--- config.mk ---
export PLATFORM = sky130hd
export DESIGN_NAME = watch_buzz_timer
export DESIGN_NICKNAME = d
export VERILOG_FILES = /design/src/rtl/wt_pkg.sv /design/src/rtl/wt_tick_src.sv /design/src/rtl/wt_divider.sv /design/src/rtl/wt_outputs.sv /design/src/rtl/watch_buzz_timer.sv
export SDC_FILE = /design/constraint.sdc
export NUM_CORES = 1
export LEC_CHECK = 0
export BUFFER_PORTS_ARGS = -buffer_cell sky130_fd_sc_hd__clkbuf_2
export CORE_UTILIZATION = 49
export DETAILED_ROUTE_END_ITERATION = 8
export PLACE_DENSITY = 0.84
export SLEW_MARGIN = 25
export SYNTH_ARGS = -nofsm -noshare
export SYNTH_HDL_FRONTEND = slang
export SYNTH_SLANG_ARGS = --single-unit
--- constraint.sdc ---
create_clock -name clk -period 2 [get_ports clk]
set_input_delay 0.2 -clock clk [delete_from_list [all_inputs] [get_ports clk]]
set_output_delay 0.2 -clock clk [all_outputs]
set_load 0.05 [all_outputs]
--- src/rtl/wt_pkg.sv ---
package wt_pkg;
  localparam int MODE_W = 8;
  // bits that software may set; the rest read as zero
  localparam logic [MODE_W-1:0] MODE_WMASK = 8'h37;

  typedef struct packed {
    logic [1:0] spare_hi;
    logic [1:0] tone;
    logic       spare3;
    logic       rate_short;
    logic       src_main;
    logic       enable;
  } wt_mode_t;
endpackage

--- src/rtl/wt_tick_src.sv ---
module wt_tick_src #(
  parameter int MAIN_PRESC = 128
) (
  input  logic clk,
  input  logic rst,
  input  logic enable,
  input  logic src_main,
  input  logic sub_tick,
  output logic tick
);
  localparam int PW = (MAIN_PRESC > 1) ? $clog2(MAIN_PRESC) : 1;
  localparam logic [PW-1:0] PRESC_LAST = PW'(MAIN_PRESC - 1);

  logic [PW-1:0] presc_q;
  logic          presc_hit;

  assign presc_hit = (presc_q == PRESC_LAST);

  always_ff @(posedge clk) begin
    if (rst || !enable || !src_main) begin
      presc_q <= '0;
    end else if (presc_hit) begin
      presc_q <= '0;
    end else begin
      presc_q <= presc_q + PW'(1);
    end
  end

  always_comb begin
    if (!enable)       tick = 1'b0;
    else if (src_main) tick = presc_hit;
    else               tick = sub_tick;
  end
endmodule

--- src/rtl/wt_divider.sv ---
module wt_divider #(
  parameter int DIV_W      = 14,
  parameter int SHORT_BITS = 7,
  parameter int LONG_BITS  = 14,
  parameter int TONE_BASE  = 0,
  parameter int DISP_TAP   = 8
) (
  input  logic       clk,
  input  logic       rst,
  input  logic       enable,
  input  logic       tick,
  input  logic       rate_short,
  output logic [3:0] tone_taps,
  output logic       disp_tap,
  output logic       boundary
);
  logic [DIV_W-1:0] cnt_q;
  logic             short_end;
  logic             long_end;

  always_ff @(posedge clk) begin
    if (rst || !enable) begin
      cnt_q <= '0;
    end else if (tick) begin
      cnt_q <= cnt_q + DIV_W'(1);
    end
  end

  assign short_end = &cnt_q[SHORT_BITS-1:0];
  assign long_end  = &cnt_q[LONG_BITS-1:0];
  assign boundary  = tick && (rate_short ? short_end : long_end);

  genvar gi;
  generate
    for (gi = 0; gi < 4; gi++) begin : g_tap
      assign tone_taps[gi] = cnt_q[TONE_BASE + gi];
    end
  endgenerate

  assign disp_tap = cnt_q[DISP_TAP];
endmodule

--- src/rtl/wt_outputs.sv ---
module wt_outputs (
  input  logic       clk,
  input  logic       rst,
  input  logic       enable,
  input  logic [1:0] tone,
  input  logic [3:0] tone_taps,
  input  logic       disp_tap,
  input  logic       boundary,
  input  logic       flag_clr,
  output logic       itv_flag,
  output logic       irq,
  output logic       buzz,
  output logic       disp_clk
);
  logic tone_sel;

  always_comb begin
    unique case (tone)
      2'd0:    tone_sel = tone_taps[3];
      2'd1:    tone_sel = tone_taps[2];
      2'd2:    tone_sel = tone_taps[1];
      default: tone_sel = tone_taps[0];
    endcase
  end

  always_ff @(posedge clk) begin
    if (rst) begin
      itv_flag <= 1'b0;
      irq      <= 1'b0;
      buzz     <= 1'b0;
      disp_clk <= 1'b0;
    end else begin
      irq      <= boundary;
      buzz     <= enable & tone_sel;
      disp_clk <= enable & disp_tap;
      if (boundary)      itv_flag <= 1'b1;
      else if (flag_clr) itv_flag <= 1'b0;
    end
  end
endmodule

--- src/rtl/watch_buzz_timer.sv ---
module watch_buzz_timer #(
  parameter int MAIN_PRESC = 128,
  parameter int DIV_W      = 14,
  parameter int SHORT_BITS = 7,
  parameter int LONG_BITS  = 14,
  parameter int DISP_TAP   = 8
) (
  input  logic       clk,
  input  logic       rst,
  input  logic       mode_wr,
  input  logic [7:0] mode_wdata,
  input  logic       flag_clr,
  input  logic       sub_tick,
  output logic [7:0] mode_rd,
  output logic       itv_flag,
  output logic       irq,
  output logic       buzz,
  output logic       disp_clk
);
  import wt_pkg::*;

  wt_mode_t   mode_q;
  logic       tick;
  logic       boundary;
  logic [3:0] tone_taps;
  logic       disp_tap;

  always_ff @(posedge clk) begin
    if (rst)          mode_q <= '0;
    else if (mode_wr) mode_q <= wt_mode_t'(mode_wdata & MODE_WMASK);
  end

  assign mode_rd = mode_q;

  wt_tick_src #(.MAIN_PRESC(MAIN_PRESC)) u_src (
    .clk      (clk),
    .rst      (rst),
    .enable   (mode_q.enable),
    .src_main (mode_q.src_main),
    .sub_tick (sub_tick),
    .tick     (tick)
  );

  wt_divider #(
    .DIV_W      (DIV_W),
    .SHORT_BITS (SHORT_BITS),
    .LONG_BITS  (LONG_BITS),
    .TONE_BASE  (0),
    .DISP_TAP   (DISP_TAP)
  ) u_div (
    .clk        (clk),
    .rst        (rst),
    .enable     (mode_q.enable),
    .tick       (tick),
    .rate_short (mode_q.rate_short),
    .tone_taps  (tone_taps),
    .disp_tap   (disp_tap),
    .boundary   (boundary)
  );

  wt_outputs u_out (
    .clk       (clk),
    .rst       (rst),
    .enable    (mode_q.enable),
    .tone      (mode_q.tone),
    .tone_taps (tone_taps),
    .disp_tap  (disp_tap),
    .boundary  (boundary),
    .flag_clr  (flag_clr),
    .itv_flag  (itv_flag),
    .irq       (irq),
    .buzz      (buzz),
    .disp_clk  (disp_clk)
  );
endmodule

==> Yosys cells after proc, flatten, opt, wreduce, memory -nomap -nowiden <==
Cells that the tools add are included.
{ "totals": {"register_bits": 30, "in_bits": 13, "output_inout_bits": 12} }
{ "classes": {"n_addsub": 2, "eq_ne": 3, "mux": 6, "n_bitwise": 2, "reduce_logical": 10} }
{ "ops": {"columns": ["cell", "count"], "rows": [
  ["14-bit by 1-bit adder with 14-bit output (second input constant)", 1],
  ["14-bit AND reduction", 1],
  ["7-bit by 1-bit adder with 7-bit output (second input constant)", 1],
  ["7-bit == test (second input constant)", 1],
  ["7-bit AND reduction", 1],
  ["1-bit two-way mux", 5],
  ["1-bit case mux with 3 select lines", 1],
  ["1-bit AND", 2],
  ["2-bit by 1-bit == test with 1-bit output (second input constant)", 1],
  ["2-bit == test (second input constant)", 1],
  ["1-bit logical NOT", 2],
  ["2-bit logical NOT", 1],
  ["1-bit logical OR", 2],
  ["2-bit nonzero test", 1],
  ["2-bit OR reduction", 1],
  ["1-bit logical AND", 1]
]} }

==> Logic depth before layout (Yosys ltp) <==
{ "logic_depth": {"ltp_word": 5, "depth_mapped": 7, "mapped_depth_nobuf": 5} }

==> Hierarchy <==
From an unflattened synthesis, not the netlist that was laid out.
{ "hier_totals": {"hier_cells": 141, "hier_area_um2": 1348.8} }
{ "modules_own_cells": {"columns": ["module", "n_inst", "cells_per_inst", "area_per_inst_um2", "seq_area_each_um2"], "rows": [
  ["wt_divider", 1, 76, 704.4, 280.3],
  ["wt_tick_src", 1, 34, 299.0, 140.1],
  ["watch_buzz_timer", 1, 20, 206.4, 100.1],
  ["wt_outputs", 1, 11, 138.9, 80.1]
]} }

==> Worst setup path before layout <==
No wires, ideal clock.
{ "synth_timing": {"path_type": "flip-flop to flip-flop", "startpoint": "register u_src.presc_q[0]", "endpoint": "register u_div.cnt_q[5]", "setup_ns": 0.059, "t_arrival_ns": 1.636, "required_time_ns": 1.941, "setup_slack_ns": 0.305, "path_stages_with_launch": 7, "cell_sequence": "dfxtp_1 -> ha_1 -> and4_4 -> a41oi_4 -> buf_6 -> or4_1 -> nand2_1"} }
{ "synth_between": {"elab_chain_len": 3} }
{ "synth_rtl": {"columns": ["item", "line", "text"], "rows": [
  ["start: declaration", "wt_tick_src.sv:14", "logic [PW-1:0] presc_q;"],
  ["start signal: assignment", "wt_tick_src.sv:25", "presc_q <= presc_q + PW'(1);"],
  ["7-bit == test", "wt_tick_src.sv:17", "assign presc_hit = (presc_q == PRESC_LAST);"],
  ["1-bit two-way mux", "wt_tick_src.sv:31", "else if (src_main) tick = presc_hit;"],
  ["1-bit two-way mux", "wt_tick_src.sv:30", "if (!enable) tick = 1'b0;"],
  ["end signal: assignment", "wt_divider.sv:25", "cnt_q <= cnt_q + DIV_W'(1);"],
  ["end: declaration", "wt_divider.sv:17", "logic [DIV_W-1:0] cnt_q;"]
]} }
No other way between the ends.
A chain may end at the register's enable or synchronous reset.

==> Worst setup path after layout <==
{ "layout_timing": {"startpoint": "register u_src.presc_q[0]", "endpoint": "register u_div.cnt_q[10]"} }
Same word-level chain as after synthesis.

==> flow_metrics.env <==
export IMPL_period_needed_ns=1.91
export IMPL_clock_latency_ns=0.32
export IMPL_chipWidth_um=54.7
export IMPL_placed_area_um2=1450
export IMPL_numPortBuffers=18
export IMPL_grt_busiest_layer="met2"
export IMPL_p_sw_mw=0.272
export IMPL_synth_cell_area_um2=1360
export IMPL_drc_errors=0
export IMPL_layout_common_cells="30 x dfxtp_1, 18 x clkbuf_2, 16 x nor2_1"
export IMPL_antenna_left=0
export IMPL_worst_setup_path_end_kind="flip-flop"
export IMPL_start_util=0.534
export IMPL_p_int_mw=0.809
export IMPL_synth_seq_cells=30
export IMPL_final_common_cell="dfxtp_1"
export IMPL_reg2reg_slack_ns=0.09
export IMPL_yosys_cell_types_count=37
export IMPL_dr_pass1_iters=4
export IMPL_htreeDepth=2
export IMPL_outcome="finished, final reports clean"
export IMPL_setup_viol=0
export IMPL_cts_root_buf="clkbuf_4"
export IMPL_tns_ns=0
export IMPL_diodes=0
export IMPL_yosysSeqAreaShare=0.442
export IMPL_synth_area_leaders="dfxtp_1 44%, mux2i_1 4.4%, nor2_1 4.4%, a21oi_1 4.0%, nand3_1 3.7%"
export IMPL_switching_share=0.251
export IMPL_cp_startpoint="u_src.presc_q[0]"
export IMPL_dieArea_um2=2990
export IMPL_area_growth_pct=12.9
export IMPL_cts_clk_slew_worst_paths_ns=0.09
export IMPL_syn_inst=145
export IMPL_synth_edf_count=0
export IMPL_via_count=1142
export IMPL_synth_async_reset_ratio=0
export IMPL_arrival_ns=2.16
export IMPL_drv_slew=0
export IMPL_worstPathMaxFanout=15
export IMPL_use_met2=0.331
export IMPL_drive_gt1_frac=0.225
export IMPL_fin_hold_ws_ns=0.119
export IMPL_grt_pass1_wl_um=4130
export IMPL_tritoncts="built"
export IMPL_ios=25
export IMPL_drv_cap=0
export IMPL_vias_per_cell=5.74
export IMPL_numCtsBuffers=5
export IMPL_overflow=0
export IMPL_path_class="reg2reg"
export IMPL_nFillCells=218
export IMPL_cts_hold_buf=0
export IMPL_grt_pass1_vias=977
export IMPL_vdd_drop_max_v=0.000678
export IMPL_hpwl_um=1980
export IMPL_grt_start_max_net_pins=20
export IMPL_finalWeightedCongestion=0.777
export IMPL_combPwrFrac=0.094
export IMPL_syn_area_per_cell_um2=9.38
export IMPL_die_y_um=54.7
export IMPL_r2r_end="u_div.cnt_q[10]"
export IMPL_power_mw=1.08
export IMPL_yosys_warnings=0
export IMPL_finalWorstSetupSlack_ns=0.0915
export IMPL_synth_main_ff_cell="dfxtp_1"
export IMPL_post_synth_top_area_cell="dfxtp_1"
export IMPL_met1_usage=0.227
export IMPL_final_area_um2=1540
export IMPL_rr_startpoint="u_src.presc_q[0]"
export IMPL_place_ws_ns=0.0346
export IMPL_hp_class="in2reg"
export IMPL_routedWlPerCell_um=13.6
export IMPL_reg2reg_depth=5
export IMPL_crit_end="u_div.cnt_q[10]"
export IMPL_grt_use_total=0.205
export IMPL_p_per_area_nw_per_um2=704
export IMPL_drt_iter0_drc=14
export IMPL_power_frac_seq=0.566
export IMPL_hold_violations=0
export IMPL_grtUsageMet3=0.0694
export IMPL_coreArea_um2=2540
export IMPL_required_ns=2.25
export IMPL_power_frac_clock=0.340
export IMPL_nets=183
export IMPL_cts_sinks=30
export IMPL_clockBufferDepth=2
export IMPL_clock_skew_ns=0.00870
export IMPL_yosys_area_top_type_share=0.442
export IMPL_antenna_found_initial=0
export IMPL_min_period_over_period=0.954
export IMPL_max_freq_mhz=524
export IMPL_wl_um=2700
export IMPL_num_rows=18
export IMPL_p_leak_nw=0.578
export IMPL_start_kind="flip-flop"
==> worst max-delay path, cell delays in order (launching register included) <==
cell	delay (ns)
dfxtp_1	0.37
ha_1	0.23
and4_4	0.28
a41oi_4	0.21
or4_1	0.56
a21oi_1	0.18
==> per-stage QoR <==
| step | std cells | util |
|---|---|---|
| 6_report | 199 | 0.603 |
| 5_1_grt | 199 | 0.603 |
| 4_1_cts | 195 | 0.591 |
| 3_5_place_dp | 187 | 0.568 |
| 3_3_place_gp | 187 | 0.568 |
| 2_1_floorplan | 147 | - |
==> flip-flops by register name, indices dropped and copies added, names as in the netlist <==
register,flops
u_div.cnt_q,14
u_out.disp_clk,1
u_out.itv_flag,1
u_out.buzz,1
mode_rd,5
u_src.presc_q,7
u_out.irq,1
==> cell families after synthesis <==
group,count (synthesis),synth area share
buffers and inverters,13,0.0589
other,1,0.00276
and+or+nand+nor,61,0.247
xor gates and xnor gates,5,0.0322
AOI/OAI and AO/OA,25,0.130
DFF,30,0.442
adders and majority gates,2,0.0184
muxes,8,0.0690
==> per-layer routing <==
metal	vias up	wire, um
li1	566	-
met1	542	1110
met2	26	1400
met3	8	119
met4	0	72
met5	-	0
==> what timing repair did <==
| item | in CTS | in global routing |
|---|---|---|
| endpoints found under the setup margin | 0 | 7 |
| buffers inserted | 0 | 4 |
| resized for setup | 0 | 0 |
==> Yosys cell counts, drive strengths merged, types with 3 or more instances <==
master and n:
nor2b 3, clkbuf 3, a21oi 11, dfxtp 30
o31ai 5, nor2 16, or4 6, mux2i 6
nand3 11, buf 8, nand2 9, o21ai 4
or3 4, xnor2 3
==> power groups by stage <==
stage                     sequential (mW)  combinational, mW  clock (mW)
after global routing                0.613              0.109       0.409
after detailed placement            0.626             0.0930           0
after global placement              0.626             0.0908           0
final                               0.612              0.102       0.367
after CTS                           0.612             0.0931       0.376
after floorplan                     0.632             0.0712           0
==> final cells by class <==
| type | count | area (um2) | area share |
|---|---|---|---|
| multi-input cells | 104 | 687 | 0.447 |
| well taps | 30 | 37.5 | 0.0244 |
| clock buffers | 7 | 55.1 | 0.0359 |
| inverters | 2 | 7.51 | 0.00489 |
| clock inverters | 1 | 5.00 | 0.00326 |
| flip-flops and latches | 30 | 601 | 0.391 |
| repair buffers | 25 | 143 | 0.0929 |
==> how the worst min path moves through the flow <==
stage                     slack (ns)               end              from  depth (start not counted)
final                           0.12        mode_rd[1]     mode_wdata[1]                          3
after global routing             0.1        mode_rd[5]     mode_wdata[5]                          3
after CTS                       0.11        mode_rd[1]     mode_wdata[1]                          3
after detailed placement        0.44  u_src.presc_q[0]  u_src.presc_q[0]                          1
after global placement          0.43  u_src.presc_q[0]  u_src.presc_q[0]                          1
after floorplan                 0.27        mode_rd[0]               rst                          1
(Power assumes the default switching activity.)
